$ cat config.mk
export PLATFORM = sky130hd
export DESIGN_NAME = daisy_capture_top
export DESIGN_NICKNAME = d
export VERILOG_FILES = /design/src/rtl/adc_chain_pkg.sv /design/src/rtl/adc_sclk_div.sv /design/src/rtl/adc_drdy_edge.sv /design/src/rtl/adc_start_sync.sv /design/src/rtl/adc_lane_shift.sv /design/src/rtl/daisy_capture_top.sv
export SDC_FILE = /design/constraint.sdc
export NUM_CORES = 2
export LEC_CHECK = 0
export BUFFER_PORTS_ARGS = -buffer_cell sky130_fd_sc_hd__buf_2
export CAP_MARGIN = 20
export CELL_PAD_IN_SITES_DETAIL_PLACEMENT = 0
export CELL_PAD_IN_SITES_GLOBAL_PLACEMENT = 2
export CORE_MARGIN = 2
export CORE_UTILIZATION = 38
export DETAILED_ROUTE_END_ITERATION = 8
export PLACE_DENSITY = 0.89
export RECOVER_POWER = 100
export SLEW_MARGIN = 10
export SYNTH_ARGS = -nofsm -noshare
export SYNTH_HDL_FRONTEND = slang
export SYNTH_SLANG_ARGS = --single-unit
$ cat constraint.sdc
create_clock -name clk -period 2.8 [get_ports clk]
set_input_delay 0.56 -clock clk [delete_from_list [all_inputs] [get_ports clk]]
set_output_delay 0.56 -clock clk [all_outputs]
set_load 0.1 [all_outputs]
$ cat src/rtl/adc_chain_pkg.sv
package adc_chain_pkg;

    localparam int unsigned DEF_LANES       = 4;
    localparam int unsigned DEF_DEVS        = 5;
    localparam int unsigned DEF_WORD_W      = 24;
    localparam int unsigned DEF_HALF_DIV    = 3;
    localparam int unsigned DEF_SYNC_CYCLES = 8;

    typedef enum logic [0:0] {
        CAP_IDLE  = 1'b0,
        CAP_SHIFT = 1'b1
    } cap_state_e;

    typedef struct packed {
        logic cs_n;
        logic sclk;
    } serial_pins_t;

    localparam serial_pins_t PINS_IDLE = '{cs_n: 1'b1, sclk: 1'b0};

    function automatic int unsigned chain_bits(input int unsigned devs,
                                               input int unsigned word_w);
        return devs * word_w;
    endfunction

    function automatic int unsigned cnt_width(input int unsigned max_val);
        return (max_val < 2) ? 1 : $clog2(max_val + 1);
    endfunction

endpackage

$ cat src/rtl/adc_sclk_div.sv
module adc_sclk_div #(
    parameter int unsigned HALF_DIV = adc_chain_pkg::DEF_HALF_DIV
) (
    input  logic clk,
    input  logic rst,
    input  logic run,
    output logic tick
);
    localparam int unsigned DIV_W = adc_chain_pkg::cnt_width(HALF_DIV - 1);

    logic [DIV_W-1:0] phase_cnt;

    assign tick = run && (phase_cnt == DIV_W'(HALF_DIV - 1));

    always_ff @(posedge clk) begin
        if (rst || !run) begin
            phase_cnt <= '0;
        end else if (tick) begin
            phase_cnt <= '0;
        end else begin
            phase_cnt <= phase_cnt + 1'b1;
        end
    end

    // phase ticks never come back to back (half period of at least two cycles)
    assert_tick_spacing_R4: assert property (@(posedge clk) disable iff (rst)
        tick |=> !tick)
        else $error("serial clock phase shorter than two cycles");

endmodule

$ cat src/rtl/adc_drdy_edge.sv
module adc_drdy_edge (
    input  logic clk,
    input  logic rst,
    input  logic drdy_n_async,
    output logic fall
);
    logic meta_q, sync_q, prev_q;

    always_ff @(posedge clk) begin
        if (rst) begin
            meta_q <= 1'b1;
            sync_q <= 1'b1;
            prev_q <= 1'b1;
        end else begin
            meta_q <= drdy_n_async;
            sync_q <= meta_q;
            prev_q <= sync_q;
        end
    end

    assign fall = prev_q && !sync_q;

    // one data-ready edge yields a single start event
    assert_single_fall_R4: assert property (@(posedge clk) disable iff (rst)
        fall |=> !fall)
        else $error("data-ready edge reported twice");

endmodule

$ cat src/rtl/adc_start_sync.sv
module adc_start_sync #(
    parameter int unsigned SYNC_CYCLES = adc_chain_pkg::DEF_SYNC_CYCLES
) (
    input  logic clk,
    input  logic rst,
    input  logic req,
    output logic start_n,
    output logic released
);
    localparam int unsigned SC_W = adc_chain_pkg::cnt_width(SYNC_CYCLES - 1);

    logic [SC_W-1:0] hold_cnt;

    always_ff @(posedge clk) begin
        if (rst) begin
            start_n  <= 1'b1;
            hold_cnt <= '0;
            released <= 1'b0;
        end else begin
            released <= 1'b0;
            if (req) begin
                start_n  <= 1'b0;
                hold_cnt <= SC_W'(SYNC_CYCLES - 1);
            end else if (!start_n) begin
                if (hold_cnt == '0) begin
                    start_n  <= 1'b1;
                    released <= 1'b1;
                end else begin
                    hold_cnt <= hold_cnt - 1'b1;
                end
            end
        end
    end

    // a request pulls the start line low on the following edge
    assert_req_drives_low_R3: assert property (@(posedge clk) disable iff (rst)
        req |=> !start_n)
        else $error("sync request did not lower start");

    // release is only reported when the line actually comes back high
    assert_release_edge_R3: assert property (@(posedge clk) disable iff (rst)
        released |-> (start_n && !$past(start_n)))
        else $error("release reported without a rising start line");

endmodule

$ cat src/rtl/adc_lane_shift.sv
module adc_lane_shift #(
    parameter int unsigned CHAIN_W = adc_chain_pkg::DEF_DEVS * adc_chain_pkg::DEF_WORD_W
) (
    input  logic               clk,
    input  logic               rst,
    input  logic               shift_en,
    input  logic               sdo_bit,
    output logic [CHAIN_W-1:0] chain_q
);
    always_ff @(posedge clk) begin
        if (rst) begin
            chain_q <= '0;
        end else if (shift_en) begin
            chain_q <= {chain_q[CHAIN_W-2:0], sdo_bit};
        end
    end
endmodule

$ cat src/rtl/daisy_capture_top.sv
module daisy_capture_top
    import adc_chain_pkg::*;
#(
    parameter int unsigned LANES       = DEF_LANES,
    parameter int unsigned DEVS        = DEF_DEVS,
    parameter int unsigned WORD_W      = DEF_WORD_W,
    parameter int unsigned HALF_DIV    = DEF_HALF_DIV,
    parameter int unsigned SYNC_CYCLES = DEF_SYNC_CYCLES,
    localparam int unsigned CHAIN_W    = chain_bits(DEVS, WORD_W),
    localparam int unsigned OUT_W      = LANES * CHAIN_W
) (
    input  logic             clk,
    input  logic             rst,
    input  logic             drdy_n_i,
    input  logic             sync_req_i,
    input  logic [LANES-1:0] sdo_i,
    output logic             cs_n_o,
    output logic             sclk_o,
    output logic             start_n_o,
    output logic [OUT_W-1:0] words_o,
    output logic             frame_valid_o,
    output logic             overrun_o
);
    localparam int unsigned BIT_W = cnt_width(CHAIN_W);

    cap_state_e       state_q;
    serial_pins_t     pins_q;
    logic [BIT_W-1:0] bit_cnt_q;
    logic             armed_q;
    logic             overrun_q;
    logic             valid_q;
    logic [OUT_W-1:0] words_q;

    logic             drdy_fall;
    logic             phase_tick;
    logic             sync_released;
    logic             sample_now;
    logic [OUT_W-1:0] chains_flat;

    adc_drdy_edge u_drdy (
        .clk          (clk),
        .rst          (rst),
        .drdy_n_async (drdy_n_i),
        .fall         (drdy_fall)
    );

    adc_sclk_div #(.HALF_DIV(HALF_DIV)) u_div (
        .clk  (clk),
        .rst  (rst),
        .run  (state_q == CAP_SHIFT && !sync_req_i),
        .tick (phase_tick)
    );

    adc_start_sync #(.SYNC_CYCLES(SYNC_CYCLES)) u_sync (
        .clk      (clk),
        .rst      (rst),
        .req      (sync_req_i),
        .start_n  (start_n_o),
        .released (sync_released)
    );

    assign sample_now = (state_q == CAP_SHIFT) && phase_tick && !pins_q.sclk && !sync_req_i;

    for (genvar g = 0; g < LANES; g++) begin : g_lane
        adc_lane_shift #(.CHAIN_W(CHAIN_W)) u_shift (
            .clk      (clk),
            .rst      (rst),
            .shift_en (sample_now),
            .sdo_bit  (sdo_i[g]),
            .chain_q  (chains_flat[g*CHAIN_W +: CHAIN_W])
        );
    end

    always_ff @(posedge clk) begin
        if (rst) begin
            state_q   <= CAP_IDLE;
            pins_q    <= PINS_IDLE;
            bit_cnt_q <= '0;
            armed_q   <= 1'b0;
            overrun_q <= 1'b0;
            valid_q   <= 1'b0;
            words_q   <= '0;
        end else begin
            valid_q <= 1'b0;
            if (sync_req_i) begin
                state_q   <= CAP_IDLE;
                pins_q    <= PINS_IDLE;
                bit_cnt_q <= '0;
                armed_q   <= 1'b0;
                overrun_q <= 1'b0;
            end else begin
                if (sync_released) begin
                    armed_q <= 1'b1;
                end
                unique case (state_q)
                    CAP_IDLE: begin
                        if (drdy_fall && armed_q) begin
                            state_q     <= CAP_SHIFT;
                            pins_q.cs_n <= 1'b0;
                            bit_cnt_q   <= '0;
                        end
                    end
                    CAP_SHIFT: begin
                        if (drdy_fall) begin
                            overrun_q <= 1'b1;
                        end
                        if (phase_tick) begin
                            if (!pins_q.sclk) begin
                                pins_q.sclk <= 1'b1;
                                bit_cnt_q   <= bit_cnt_q + 1'b1;
                            end else begin
                                pins_q.sclk <= 1'b0;
                                if (bit_cnt_q == BIT_W'(CHAIN_W)) begin
                                    pins_q.cs_n <= 1'b1;
                                    state_q     <= CAP_IDLE;
                                    valid_q     <= 1'b1;
                                    words_q     <= chains_flat;
                                end
                            end
                        end
                    end
                    default: state_q <= CAP_IDLE;
                endcase
            end
        end
    end

    assign cs_n_o        = pins_q.cs_n;
    assign sclk_o        = pins_q.sclk;
    assign words_o       = words_q;
    assign frame_valid_o = valid_q;
    assign overrun_o     = overrun_q;

    // no clock activity while deselected
    assert_idle_sclk_low_R10: assert property (@(posedge clk) disable iff (rst)
        cs_n_o |-> !sclk_o)
        else $error("serial clock high while chip select inactive");

    // the valid strobe is one cycle long
    assert_valid_single_R6: assert property (@(posedge clk) disable iff (rst)
        frame_valid_o |=> !frame_valid_o)
        else $error("frame valid longer than one cycle");

    // the strobe follows a selected frame
    assert_valid_after_frame_R6: assert property (@(posedge clk) disable iff (rst)
        frame_valid_o |-> (cs_n_o && !$past(cs_n_o)))
        else $error("frame valid without a closing frame");

    // the converters are never read while the start line is held low
    assert_sync_blocks_cs_R8: assert property (@(posedge clk) disable iff (rst)
        !start_n_o |-> cs_n_o)
        else $error("chip select active during sync");

    // overrun only clears through a sync request
    assert_overrun_sticky_R7: assert property (@(posedge clk) disable iff (rst)
        (overrun_o && !sync_req_i) |=> overrun_o)
        else $error("overrun cleared without sync");

    // bit counter never passes the frame length
    assert_bit_count_range_R4: assert property (@(posedge clk) disable iff (rst)
        bit_cnt_q <= BIT_W'(CHAIN_W))
        else $error("bit counter beyond frame length");

endmodule

# ---- Word-level counts from Yosys, hierarchy flattened
# Index checks and enable logic that the tools add are counted.
dict set report word_totals {
  reg_bits 983
  inputBits 8
  out_inout_bits 485
}
dict set report op_classes {
  n_addsub 3
  n_eq_ne 9
  mux 22
  bitwise 4
  reduce_logical 23
}
# op count
set op_table {}
lappend op_table {{$mux W7} 3}
lappend op_table {{$pmux W7 S2} 1}
lappend op_table {{$mux W1} 12}
lappend op_table {{$mux W3} 3}
lappend op_table {{$ne A2 B2 Y1 const B} 4}
lappend op_table {{$add A7 B1 Y7 const B} 1}
lappend op_table {{$eq A7 B7 Y1 const B} 1}
lappend op_table {{$logic_and A1 B1 Y1} 7}
lappend op_table {{$ne A2 B1 Y1 const B} 3}
lappend op_table {{$reduce_and A2 Y1} 3}
lappend op_table {{$reduce_and A5 Y1} 1}
lappend op_table {{$reduce_or A5 Y1} 1}
lappend op_table {{$logic_not A1 Y1} 4}
lappend op_table {{$not A1 Y1} 4}
lappend op_table {{$pmux W1 S2} 2}
lappend op_table {{$reduce_and A4 Y1} 1}
lappend op_table {{$reduce_or A2 Y1} 2}
lappend op_table {{$logic_not A3 Y1} 1}
lappend op_table {{$reduce_and A3 Y1} 1}
lappend op_table {{$reduce_or A3 Y1} 1}
lappend op_table {{$sub A3 B1 Y3 const B} 1}
lappend op_table {{$add A2 B1 Y2 const B} 1}
lappend op_table {{$eq A2 B2 Y1 const B} 1}
lappend op_table {{$mux W2} 1}
lappend op_table {{$logic_or A1 B1 Y1} 1}

# ---- Depth between registers and ports, before layout
dict set report depth {
  depth_word 6
  depth_mapped 9
  depth_no_buf 5
}

# ---- Hierarchy
# A second synthesis with hierarchy kept.
dict set report hier_totals {
  hier_cells 3738
  area_unflattened_um2 39649.3
}
# mod instances cells_each area_each_um2 seq_area_each_um2
set modules_own_cells {}
lappend modules_own_cells {daisy_capture_top 1 2153 21872.2 9869.5}
lappend modules_own_cells {adc_lane_shift 4 387 4346.7 2402.3}
lappend modules_own_cells {adc_start_sync 1 23 224.0 100.1}
lappend modules_own_cells {adc_drdy_edge 1 7 85.1 60.1}
lappend modules_own_cells {adc_sclk_div 1 7 81.3 40.0}

# ---- Worst setup path before layout
# OpenSTA, ideal clock, no wires.
dict set report synth_timing {
  kind {register -> register}
  start {register pins_q, in the netlist sclk_o}
  end {register words_q[390] (netlist: words_o[390])}
  setup_time_ns 0.072
  arrival_ns 2.329
  t_required_ns 2.728
  slack_ns 0.399
  stages_incl_launch_ff 7
  path_buffers 3
  path_cell_list {dfxtp_1 -> nand4b_1 -> nor4_1 -> buf_2 -> buf_4 -> buf_4 -> mux2i_1}
}
dict set report synth_via {
  elab_chain_cells 1
}
# element line_no
set synth_lines {}
lappend synth_lines {{start, declared} daisy_capture_top.sv:27} ;# serial_pins_t pins_q;
lappend synth_lines {{$reduce_and A5 Y1 (no line)} --}
lappend synth_lines {{end signal, assigned} daisy_capture_top.sv:117} ;# words_q <= chains_flat;
lappend synth_lines {{end, declared} daisy_capture_top.sv:32} ;# logic [OUT_W-1:0] words_q;
# Every way passes these cells.
# A chain may end at the register's enable or synchronous reset.

# ---- Final worst setup path
dict set report layout_timing {
  start {register words_q[207] (netlist: words_o[207])}
  end {output port words_o[207]}
}
# element line_no
set layout_lines {}
lappend layout_lines {{end, declared} daisy_capture_top.sv:20} ;# output logic [OUT_W-1:0] words_o,
# No word-level cell between the ends.

==> results.md <==
- Initial antenna violation count: 1
- Critical path's largest stage delay: 0.89 ns
- Worst path arrival time: 1.97 ns
- Clock power frac: 48.3%
- R2R Path End: words_o[351]$_SDFFE_PP0P_
- TritonCTS Buffers: 107
- Setup slack after layout: 0.266 ns
- CTS tree: done
- Status: completed
- Setup crit end kind: primary output
- Setup bufs post-CTS: 0
- Sink Count: 983
- Die Ht: 321 µm
- Yosys top cell area share: 51.4%
- Worst-margin pin slew: 1.30 ns
- CP top delay family: buffers and inverters
- ANT nets after route: 0
- Cell row count: 116
- Fin cells: 6,006
- Final Max Tran Viols: 0
- Sequential Power Share: 49.7%
- Synth Warn #: 0
- Combinational power share: 2.0%
- Post_cts resized: 0
- Setup crit start: words_o[207]$_SDFFE_PP0P_
- CP required: 2.24 ns
- Routed via count: 28,000
- I/O pin count: 493
- Cells after Synth: 4,268
- Via density: 4.66
- Crit path to: words_o[207]
- Die footprint: 103,000 µm²
- Fillcell total: 10,000
- Clock slew seen by the registers of the worst setup and hold paths: 0.07 ns
- Flops & latches, synth: 983
- Largest area contributor in the netlist: dfxtp_1
- Simple-gate share of the synthesized area: 25.7%
- Fin util: 44.9%
- Worst Hold Class: in2reg
- Synth Area in Compound Gates: 6.60%
- Switching Share: 21.1%
- Pwr dens: 627 nW/µm²
- Clock root buffer: clkbuf_16
- HP Start: drdy_n_i
- CP cell instances: clkbuf_1
- Final instance area: 44,900 µm²
- Hold buffer count at CTS: 0
- Reg-to-reg setup timing slack: 0.36 ns
- Cell leakage power: 13.8 nW
- Post-DR wirelength/cell: 15.3 µm
- Remaining DRCs: 0
- Syn-to-layout area delta: 17.4%
- DP HPWL: 59.7 mm
- H-tree depth: 3
- Largest family of logic cells by synthesized area: simple AND/OR/NAND/NOR gates
- Synth Area in Adders: 0.163%
- Worst path bufs/invs: 1
- R2r startpoint: u_div.phase_cnt[0]$_SDFF_PP0_
- Final number of setup-violating endpoints: 0
- Global-route wire length before repair: 145 mm
- Ratio of cells with drive above 1 in the final layout: 6.61%
- Main synth FF type: dfxtp_1
- EDFF count, synth: 0
- Setup_tns: 0 ns
- R2R depth: 8
- WP depth: 1
- Unrepaired setup endpoints after global routing: false
- Number of distinct library cells after synthesis: 28
- GRT Overall Usage: 17.1%
- # nets final: 4,640
- Core area: 100,000 µm²
- GR Overflow Total: 0
- DP Worst Slack: 0.562 ns
- Placed cells: 5,816
- Maximum clock path buffer count: 3
- Worst vdd ir: 0.591 mV
- Worst-path fanout max: 2
- Post-synthesis cell area: 38,300 µm²
- Reported max-cap violation count: 0
- Placed cell area: 42,200 µm²
- Hold Violations, Final: 0
- Sequential share of the synthesized area: 51.4%
- Clk_lat worst skew: 0.68 ns
- IO Port Bufs: 492
- Total Wirelength: 91.7 mm
- Max_slew headroom: 13.4%
- P_int: 0.0222 W
- 1st-iter DRT viols: 1,481
- Most area-consuming cells after synthesis: dfxtp_1 51%, nand2b_1 16%, mux2i_1 13%, nand2_1 9.5%, a21oi_1 6.4%
- Multiplexer share of the synthesized area: 12.5%
- Avg Synthesized Cell Area: 8.97 µm²
- Switch Pwr: 0.00594 W
- Clock skew: 0.0156 ns
- Slowest CP cell: clkbuf_1
- CP startpoint kind: flop
- Placer congestion estimate: 0.770
- Initial Util: 38.3%
- XOR/XNOR share of the synthesized area: 0.0229%
- Crit Path Category: reg2out
- Final Critical Period: 2.53 ns
- Die width: 321 µm
- Post-synth ARST share: 0%
- Largest net degree at the start of global routing: 152
- Period Utilization, post-route: 90.5%
- Pre-antenna DRT Iters: 5
- Number of global-route vias before repair: 26,600
- Fmax: 0.395 GHz
- Syn Nets: 4,281
==> power groups by stage <==
stage / clock network [W] / registers [W] / logic (W)
global placement: 0 / 0.0143 / 0.000566
detailed placement: 0 / 0.0143 / 0.000565
CTS: 0.0141 / 0.0140 / 0.000566
finish: 0.0136 / 0.0140 / 0.000558
floorplan: 0 / 0.0143 / 0.000425
global route: 0.0146 / 0.0140 / 0.000605
==> cells in the final DEF (no fill, tap or decap), types with 5 or more instances in the layout <==
| cell type | n |
|---|---|
| dfxtp_1 | 983 |
| nand2_1 | 969 |
| nand2b_1 | 961 |
| a21oi_1 | 488 |
| mux2i_1 | 480 |
| clkbuf_1 | 447 |
| clkbuf_16 | 108 |
| clkbuf_2 | 78 |
| buf_12 | 34 |
| buf_4 | 28 |
| clkbuf_8 | 20 |
| clkinv_2 | 14 |
| buf_1 | 12 |
| inv_1 | 10 |
| nor2_1 | 9 |
| o21ai_0 | 6 |
| buf_2 | 6 |
| ha_1 | 5 |
==> layer usage <==
metal | up-vias | wire, µm | GRT usage (%)
li1 | 14400 | - | -
met1 | 13000 | 42000 | 22.2
met3 | 115 | 3800 | 3.19
met5 | - | 0 | 0
met2 | 424 | 43900 | 28.3
met4 | 0 | 2070 | 5.70
==> synth_stat cells (all sizes together) (2+ instances only) <==
cell / instances
nand2: 969
a31oi: 4
or3: 4
mux2i: 480
nand2b: 961
dfxtp: 983
o21ai: 6
inv: 10
buf: 64
or2: 4
ha: 5
o31ai: 3
a21oi: 488
clkbuf: 260
or4: 4
nand3: 4
nand4bb: 2
nor2: 9
==> sequential cells by signal, summed over array words and instances, names as in the netlist <==
signal	count
words_o	480
bit_cnt_q	7
frame_valid_o	1
state_q	1
u_sync.released	1
u_drdy.prev_q	1
u_drdy.meta_q	1
cs_n_o	1
overrun_o	1
sclk_o	1
u_div.phase_cnt	2
g_lane.u_shift.chain_q	480
u_drdy.sync_q	1
armed_q	1
u_sync.hold_cnt	3
u_sync.start_n	1
==> worst min-delay path by stage <==
| stage | end | slack, ns | depth (start not counted) |
|---|---|---|---|
| after global routing | u_drdy.meta_q$_SDFF_PP1_ | 0.07 | 2 |
| after floorplan | u_drdy.sync_q$_SDFF_PP1_ | 0.39 | 1 |
| final | u_drdy.meta_q$_SDFF_PP1_ | 0.10 | 2 |
| after CTS | u_drdy.meta_q$_SDFF_PP1_ | 0.05 | 2 |
| after detailed placement | u_drdy.sync_q$_SDFF_PP1_ | 0.39 | 1 |
| after global placement | u_drdy.sync_q$_SDFF_PP1_ | 0.40 | 1 |
==> metrics by stage <==
stage / power, W / hold slack [ns]
2_1_floorplan: 0.0147 / 0.389
3_3_place_gp: 0.0149 / 0.399
3_5_place_dp: 0.0149 / 0.395
4_1_cts: 0.0286 / 0.0489
5_1_grt: 0.0292 / 0.0694
6_report: 0.0282 / 0.100
==> cell type report <==
cell class	instances	area [µm²]	area share [%]
Sequential cell	983	19700	43.8
Clock buffer	163	3110	6.92
Timing Repair Buffer	574	2930	6.53
Antenna cell	1	2.50	0.00557
Clock inverter	26	265	0.590
Multi-Input combinational cell	2951	17300	38.5
Tap cell	1298	1620	3.61
Inverter	10	37.5	0.0835
==> logic make-up (layout without fill, tap and decap cells) <==
kind of cell / Yosys count / in the layout
buf+inv: 334 / 773
simple gates: 1963 / 1963
flops: 983 / 983
mux: 480 / 480
compound gates: 502 / 502
fa+ha+maj: 5 / 5
xor+xnor: 1 / 1
other cells: 0 / 1
Note: power is estimated with default switching activity, not from simulation.
